`src/rtl/bac_pkg.sv`:
```
package bac_pkg;

  // Next-address selection, resolved from the three active-low controls
  typedef enum logic [1:0] {
    SEL_KEEP = 2'd0,
    SEL_STEP = 2'd1,
    SEL_LOAD = 2'd2,
    SEL_ZERO = 2'd3
  } addr_sel_e;

endpackage

```
`src/rtl/bac_decode.sv`:
```
module bac_decode
  import bac_pkg::*;
(
  input  logic      adr_stb_n,
  input  logic      cnt_step_n,
  input  logic      cnt_clr_n,
  output addr_sel_e sel
);

  // Fixed priority: clear, then load, then step, then keep
  always_comb begin
    if (!cnt_clr_n)       sel = SEL_ZERO;
    else if (!adr_stb_n)  sel = SEL_LOAD;
    else if (!cnt_step_n) sel = SEL_STEP;
    else                  sel = SEL_KEEP;
  end

endmodule

```
`src/rtl/bac_next.sv`:
```
module bac_next
  import bac_pkg::*;
#(
  parameter int ADDR_W = 16
) (
  input  addr_sel_e         sel,
  input  logic [ADDR_W-1:0] cur,
  input  logic [ADDR_W-1:0] ext,
  output logic [ADDR_W-1:0] nxt
);

  localparam logic [ADDR_W-1:0] ONE  = {{(ADDR_W-1){1'b0}}, 1'b1};
  localparam logic [ADDR_W-1:0] ZERO = '0;

  logic [ADDR_W-1:0] stepped;

  // Modulo-2^ADDR_W increment: the carry out is dropped, so all-ones wraps to zero
  assign stepped = cur + ONE;

  always_comb begin
    unique case (sel)
      SEL_ZERO: nxt = ZERO;
      SEL_LOAD: nxt = ext;
      SEL_STEP: nxt = stepped;
      default:  nxt = cur;
    endcase
  end

endmodule

```
`src/rtl/burst_addr_reg.sv`:
```
module burst_addr_reg
  import bac_pkg::*;
#(
  parameter int ADDR_W = 16
) (
  input  logic              clk,
  input  logic              rst,
  input  logic [ADDR_W-1:0] ext_addr,
  input  logic              adr_stb_n,
  input  logic              cnt_step_n,
  input  logic              cnt_clr_n,
  output logic [ADDR_W-1:0] int_addr
);

  localparam logic [ADDR_W-1:0] ONE = {{(ADDR_W-1){1'b0}}, 1'b1};

  addr_sel_e         sel;
  logic [ADDR_W-1:0] nxt;
  logic [ADDR_W-1:0] addr_q;
  logic              hist_ok;

  bac_decode u_dec (
    .adr_stb_n (adr_stb_n),
    .cnt_step_n(cnt_step_n),
    .cnt_clr_n (cnt_clr_n),
    .sel       (sel)
  );

  bac_next #(.ADDR_W(ADDR_W)) u_nxt (
    .sel(sel),
    .cur(addr_q),
    .ext(ext_addr),
    .nxt(nxt)
  );

  always_ff @(posedge clk) begin
    if (rst) begin
      addr_q  <= '0;
      hist_ok <= 1'b0;
    end else begin
      addr_q  <= nxt;
      hist_ok <= 1'b1;
    end
  end

  assign int_addr = addr_q;


  clr_wins_chk: assert property (@(posedge clk) disable iff (rst || !hist_ok)
    !$past(cnt_clr_n) |-> int_addr == '0);


  load_ext_chk: assert property (@(posedge clk) disable iff (rst || !hist_ok)
    ($past(cnt_clr_n) && !$past(adr_stb_n)) |-> int_addr == $past(ext_addr));


  step_one_chk: assert property (@(posedge clk) disable iff (rst || !hist_ok)
    ($past(cnt_clr_n) && $past(adr_stb_n) && !$past(cnt_step_n))
      |-> int_addr == ADDR_W'($past(int_addr) + ONE));


  keep_addr_chk: assert property (@(posedge clk) disable iff (rst || !hist_ok)
    ($past(cnt_clr_n) && $past(adr_stb_n) && $past(cnt_step_n)) |-> $stable(int_addr));

endmodule

```
`config.mk`:
```
export PLATFORM = sky130hd
export DESIGN_NAME = burst_addr_reg
export DESIGN_NICKNAME = d
export VERILOG_FILES = /design/src/rtl/bac_pkg.sv /design/src/rtl/bac_decode.sv /design/src/rtl/bac_next.sv /design/src/rtl/burst_addr_reg.sv
export SDC_FILE = /design/constraint.sdc
export NUM_CORES = 1
export LEC_CHECK = 0
export ABC_AREA = 1
export BUFFER_PORTS_ARGS = -buffer_cell sky130_fd_sc_hd__buf_2
export CORE_UTILIZATION = 54
export DETAILED_ROUTE_END_ITERATION = 7
export GPL_TIMING_DRIVEN = 0
export PLACE_DENSITY = 0.82
export SLEW_MARGIN = 0
export SYNTH_ARGS = -nofsm -noshare
export SYNTH_HDL_FRONTEND = slang
export SYNTH_SLANG_ARGS = --single-unit
```
`constraint.sdc`:
```
create_clock -name clk -period 1.8 [get_ports clk]
set_input_delay 0.18 -clock clk [delete_from_list [all_inputs] [get_ports clk]]
set_output_delay 0.18 -clock clk [all_outputs]
set_load 0.02 [all_outputs]
```
# After elaboration in Yosys (flattened, before gate mapping)
# Index checks and enable logic that the tools add are counted.
# op_classes
n_addsub	1
multipliers	0
div_mod_pow	0
magnitude_cmp	0
n_eq_ne	3
shift	0
n_mux	4
bitwise	0
n_reduce_logical	1
# op_table
operator	count
case mux 16 bit (3 select lines)	1
adder 16 x 1 -> 16 bit (second input constant)	1
== test 2 bit (second input constant)	2
two-way mux 2 bit	2
nonzero test 3 bit	1
== test 2 x 1 -> 1 bit (second input constant)	1
two-way mux 1 bit	1
# totals
register_bits	16
latchBits	0
mem_bits_rw	0
romBits	0
input_bits	21
word_cells	10
n_memories	0

# Logic depth before layout (Yosys ltp)
# depth
depth_word	5
depth_mapped	7
ltp_nobuf	7

# By module
# Synthesis repeated with hierarchy kept, for this count alone.
# unflattened
hier_cells	201
area_unflattened_um2	1177.4
# modules_own_cells
module	instances	cells_per_inst	area_per_inst_um2	seq_area_each_um2
bac_next	1	147	688.2	0.0
burst_addr_reg	1	50	474.2	320.3
bac_decode	1	4	15.0	0.0

# Worst setup path after synthesis
# OpenSTA, ideal clock, no wires.
# synth_timing
path_kind	register to register
startpoint	reg addr_q[1] (netlist: int_addr[1])
endpoint	reg addr_q[8] (netlist: int_addr[8])
setup_time_ns	0.070
arrival_ns	1.270
required_time_ns	1.730
path_slack_ns	0.460
path_stages_with_launch	8
period_less_slack_ns	1.340
cell_sequence	dfxtp_1 > ha_1 > nand2_1 > inv_1 > nand2_1 > o21bai_1 > nand3_1 > a21oi_1
# synth_via
elab_chain_cells	2
# synth_lines
element	line_no	source
start, declared	burst_addr_reg.sv:19	logic [ADDR_W-1:0] addr_q;
start signal, assigned	burst_addr_reg.sv:41	addr_q <= nxt;
adder 16 x 1 -> 16 bit	bac_next.sv:18	assign stepped = cur + ONE;
case mux 16 bit (3 select lines)	bac_next.sv:21	unique case (sel)
# No other way between the ends.
# A chain may end at the register's enable or synchronous reset.

# Worst setup path after layout
# Same ends and word-level chain as after synthesis.

==> qor.csv <==
stage,metric,value,unit
grt,antenna violations before repair,0,
synthesis,Post-Synth Simple-Gate Area,0.4124,
synthesis,largest family of logic cells by synthesized area,simple AND/OR/NAND/NOR gates,
sta,Fmax,731.2,MHz
synthesis,"Top FF cell, synth",dfxtp_1,
pwr,Worst VDD drop,0.4058,mV
pwr,Internal Pwr Total,548.8,uW
synthesis,cell area after synthesis,1150,um2
clock_network,CTS Buffer Depth,2,
placed_design,dpl cell area,1359,um2
placed_design,port buffer count,35,
synthesis,Post-synth EDFFs,0,
clock_network,CTS resizes,0,
clock_network,Hold Buf Count CTS,0,
flow_run,Max-cap violations,0,
floorplanning,Ports,37,
final_layout,ANT cells,0,
clock_network,"Clk Latency, worst-skew pair",0.30,ns
sta,PnR worst setup slack,0.4324,ns
floorplanning,Core ar.,1982,um2
final_layout,layout filler cell count,187,
sta,max_slew headroom,0.7410,
final_layout,max reg flops,16,
clock_network,clock net sink count,16,
grt,vias in the first global route,995,
final_layout,synthesis-to-layout area growth,21.33,%
worst_setup_path,CP peak stage delay,0.40,ns
synthesis,multiplexer area fraction after synthesis,0,
detailed_routing,Vias,1307,
clock_network,Root Driver,clkbuf_4,
worst_setup_path,CP most frequent cell,nand2_1,
synthesis,cell count after synthesis,181,
sta,Slew @ Worst Pin,0.3885,ns
final_layout,Non-Filler Instances,247,
min_path,Tightest Hold Check Type,primary input to flip-flop,
grt,grt ovf,0,
worst_setup_path,crit-path cells,"ha_1, nand2_1, inv_1, nand2_1, o21bai_1, nand3_1, a21oi_1",
placed_design,placed cell count,243,
detailed_routing,Vias/cell,5.291,
synthesis,top-count cell post-synth,nand2_1,
synthesis,Synth top cells by count,"nand2_1, inv_1, nand3_1, dfxtp_1, o21ai_1",
synthesis,post-synth top area share,0.2786,
worst_setup_path,Setup Crit Path Kind,flip-flop to flip-flop,
sta,Final Skew,0.007433,ns
pwr,Switching Share,0.3000,
synthesis,Synth Net Count,203,
grt,first-pass GRT wire length,4395,um
grt,largest net degree at the start of global routing,11,
floorplanning,Core Rows,16,
pwr,pwr/cell area,562.0,nW/um2
detailed_routing,wire per inst,11.76,um
pwr,overall power,784.1,uW
sta,Final Cycle Share,0.7598,
synthesis,post-synthesis compound-gate area fraction,0.1741,
floorplanning,Chip Width,48.15,um
placed_design,Post-Place Setup Slack,0.4664,ns
placed_design,Final HPWL DP,2178,um
worst_setup_path,CP Launch Type,flip-flop,
placed_design,routability cong.,0.8840,
pwr,switching pwr,235.3,uW
final_layout,Layout Nets,243,
synthesis,Synth area leader,dfxtp_1,
detailed_routing,# DRC,0,
sta,Max Transition Viols Final,0,
sta,RSZ-0062 raised after global routing,false,
worst_setup_path,CP arrival,1.61,ns
pwr,Seq pwr share,0.497,
status,outcome,completed,
detailed_routing,Iteration-0 DRC Markers,56,
synthesis,register area share after synthesis,0.2786,
synthesis,Ys Warns,0,
clock_network,Worst-path clk slew,0.10,ns
detailed_routing,DRT antenna net count,0,
final_layout,Final Instance Area,1395,um2
floorplanning,die area,2318,um2
clock_network,CTS Buf Count,3,
pwr,Logic pwr share,0.183,
synthesis,Netlist cell types,25,
clock_network,Setup Buffers After CTS,0,
worst_setup_path,crit-path max FO,6,
clock_network,CTS H-tree depth,1,
pwr,Clk pwr share,0.320,
sta,min Tclk post-route,1.368,ns
synthesis,async set-reset flop share out of synthesis,0,
synthesis,synthesized-area fraction occupied by adder cells,0.01088,
clock_network,CTS tree,built,
pwr,leakage,0.0006470,uW
worst_setup_path,CP max stage cell,dfxtp_1,
sta,Setup Viol. Count Final,0,
detailed_routing,final WL,2905,um
floorplanning,initial core utilization,0.5802,
floorplanning,Die Height,48.15,um
synthesis,largest cells by area after synthesis,"dfxtp_1, nand2_1, nand3_1",
worst_setup_path,CP endpoint kind,flip-flop,
synthesis,"flops & latches, synth",16,
synthesis,Synth Area in XOR/XNOR,0,
final_layout,fraction of layout cells with a size suffix above 1,0.2864,
sta,setup TNS,0,ns
sta,Final Hold Vio Count,0,
grt,gr usage total,0.2710,
synthesis,Avg Inst Size Synth,6.353,um2
detailed_routing,drt pass-1 iters,4,
worst_setup_path,Worst EP required,2.04,ns
## cell type report
cell class / count / area [um2] / area share
Clock buffer: 4 / 36.28 / 0.02601
Sequential cell: 16 / 320.3 / 0.2296
Inverter: 29 / 111.4 / 0.07982
Buffer: 4 / 31.28 / 0.02242
Multi-Input combinational cell: 132 / 686.9 / 0.4924
Timing Repair Buffer: 35 / 175.2 / 0.1256
Tap cell: 27 / 33.78 / 0.02422
## logic make-up (layout without fill, tap and decap cells)
family                   Yosys count  after routing
adder cells (fa/ha/maj)            1              1
AND/OR/NAND/NOR                   98             98
buffers and inverters             33             72
AO/OA/AOI/OAI                     33             33
flip-flops                        16             16
## routing by layer
metal / up-vias / part of all wire / wire, um / GRT usage
met5: - / 0 / 0 / 0
met4: 0 / 0.010 / 29 / 0.1167
met3: 3 / 0.058 / 168 / 0.03704
met2: 54 / 0.47 / 1378 / 0.4133
met1: 579 / 0.46 / 1328 / 0.3798
li1: 671 / - / - / -
## path summary, 6_finish.rpt
path                                 start                        to  slack, ns  cells past startpoint
setup / recovery  int_addr[1]$_SDFFE_PP0P_  int_addr[8]$_SDFFE_PP0P_       0.43                      7
hold / removal                 ext_addr[6]  int_addr[6]$_SDFFE_PP0P_       0.13                      3
setup reg to reg  int_addr[1]$_SDFFE_PP0P_  int_addr[8]$_SDFFE_PP0P_       0.43                      7
hold reg to reg   int_addr[4]$_SDFFE_PP0P_  int_addr[4]$_SDFFE_PP0P_       0.55                      2
## power groups by stage
stage | Clock (uW) | Combinational (uW) | Sequential [uW]
global route | 270 | 160 | 393
global placement | 0 | 138 | 396
CTS | 256 | 143 | 389
finish | 251 | 144 | 390
detailed placement | 0 | 143 | 397
floorplan | 0 | 72.4 | 412
## worst max-delay path, delay by kind of cell, from the launching register on
kind                       cells  cell delay [ns]
AOI/OAI and AO/OA              2             0.25
adders and majority gates      1             0.22
buffers and inverters          1             0.18
DFF                            1             0.40
and+or+nand+nor                3             0.27
## layout by cell type (no fill, tap or decap), drive strengths merged
cell type | Yosys | layout
a21o | 1 | 1
a21oi | 9 | 9
a31oi | 6 | 6
buf | 4 | 39
clkbuf | 0 | 4
dfxtp | 16 | 16
ha | 1 | 1
inv | 29 | 29
nand2 | 53 | 53
nand3 | 22 | 22
nand4 | 6 | 6
nor2 | 16 | 16
nor3 | 1 | 1
o211ai | 4 | 4
o21ai | 10 | 10
o21bai | 3 | 3
## per-stage QoR
step / hold WS (ns) / utilization
after floorplan: 0.3273 / -
after global placement: 0.4365 / 0.6856
after detailed placement: 0.4457 / 0.6856
after CTS: 0.1275 / 0.7039
after global routing: 0.1345 / 0.7039
final: 0.1315 / 0.7039
Power figures use the tool's default switching activity.
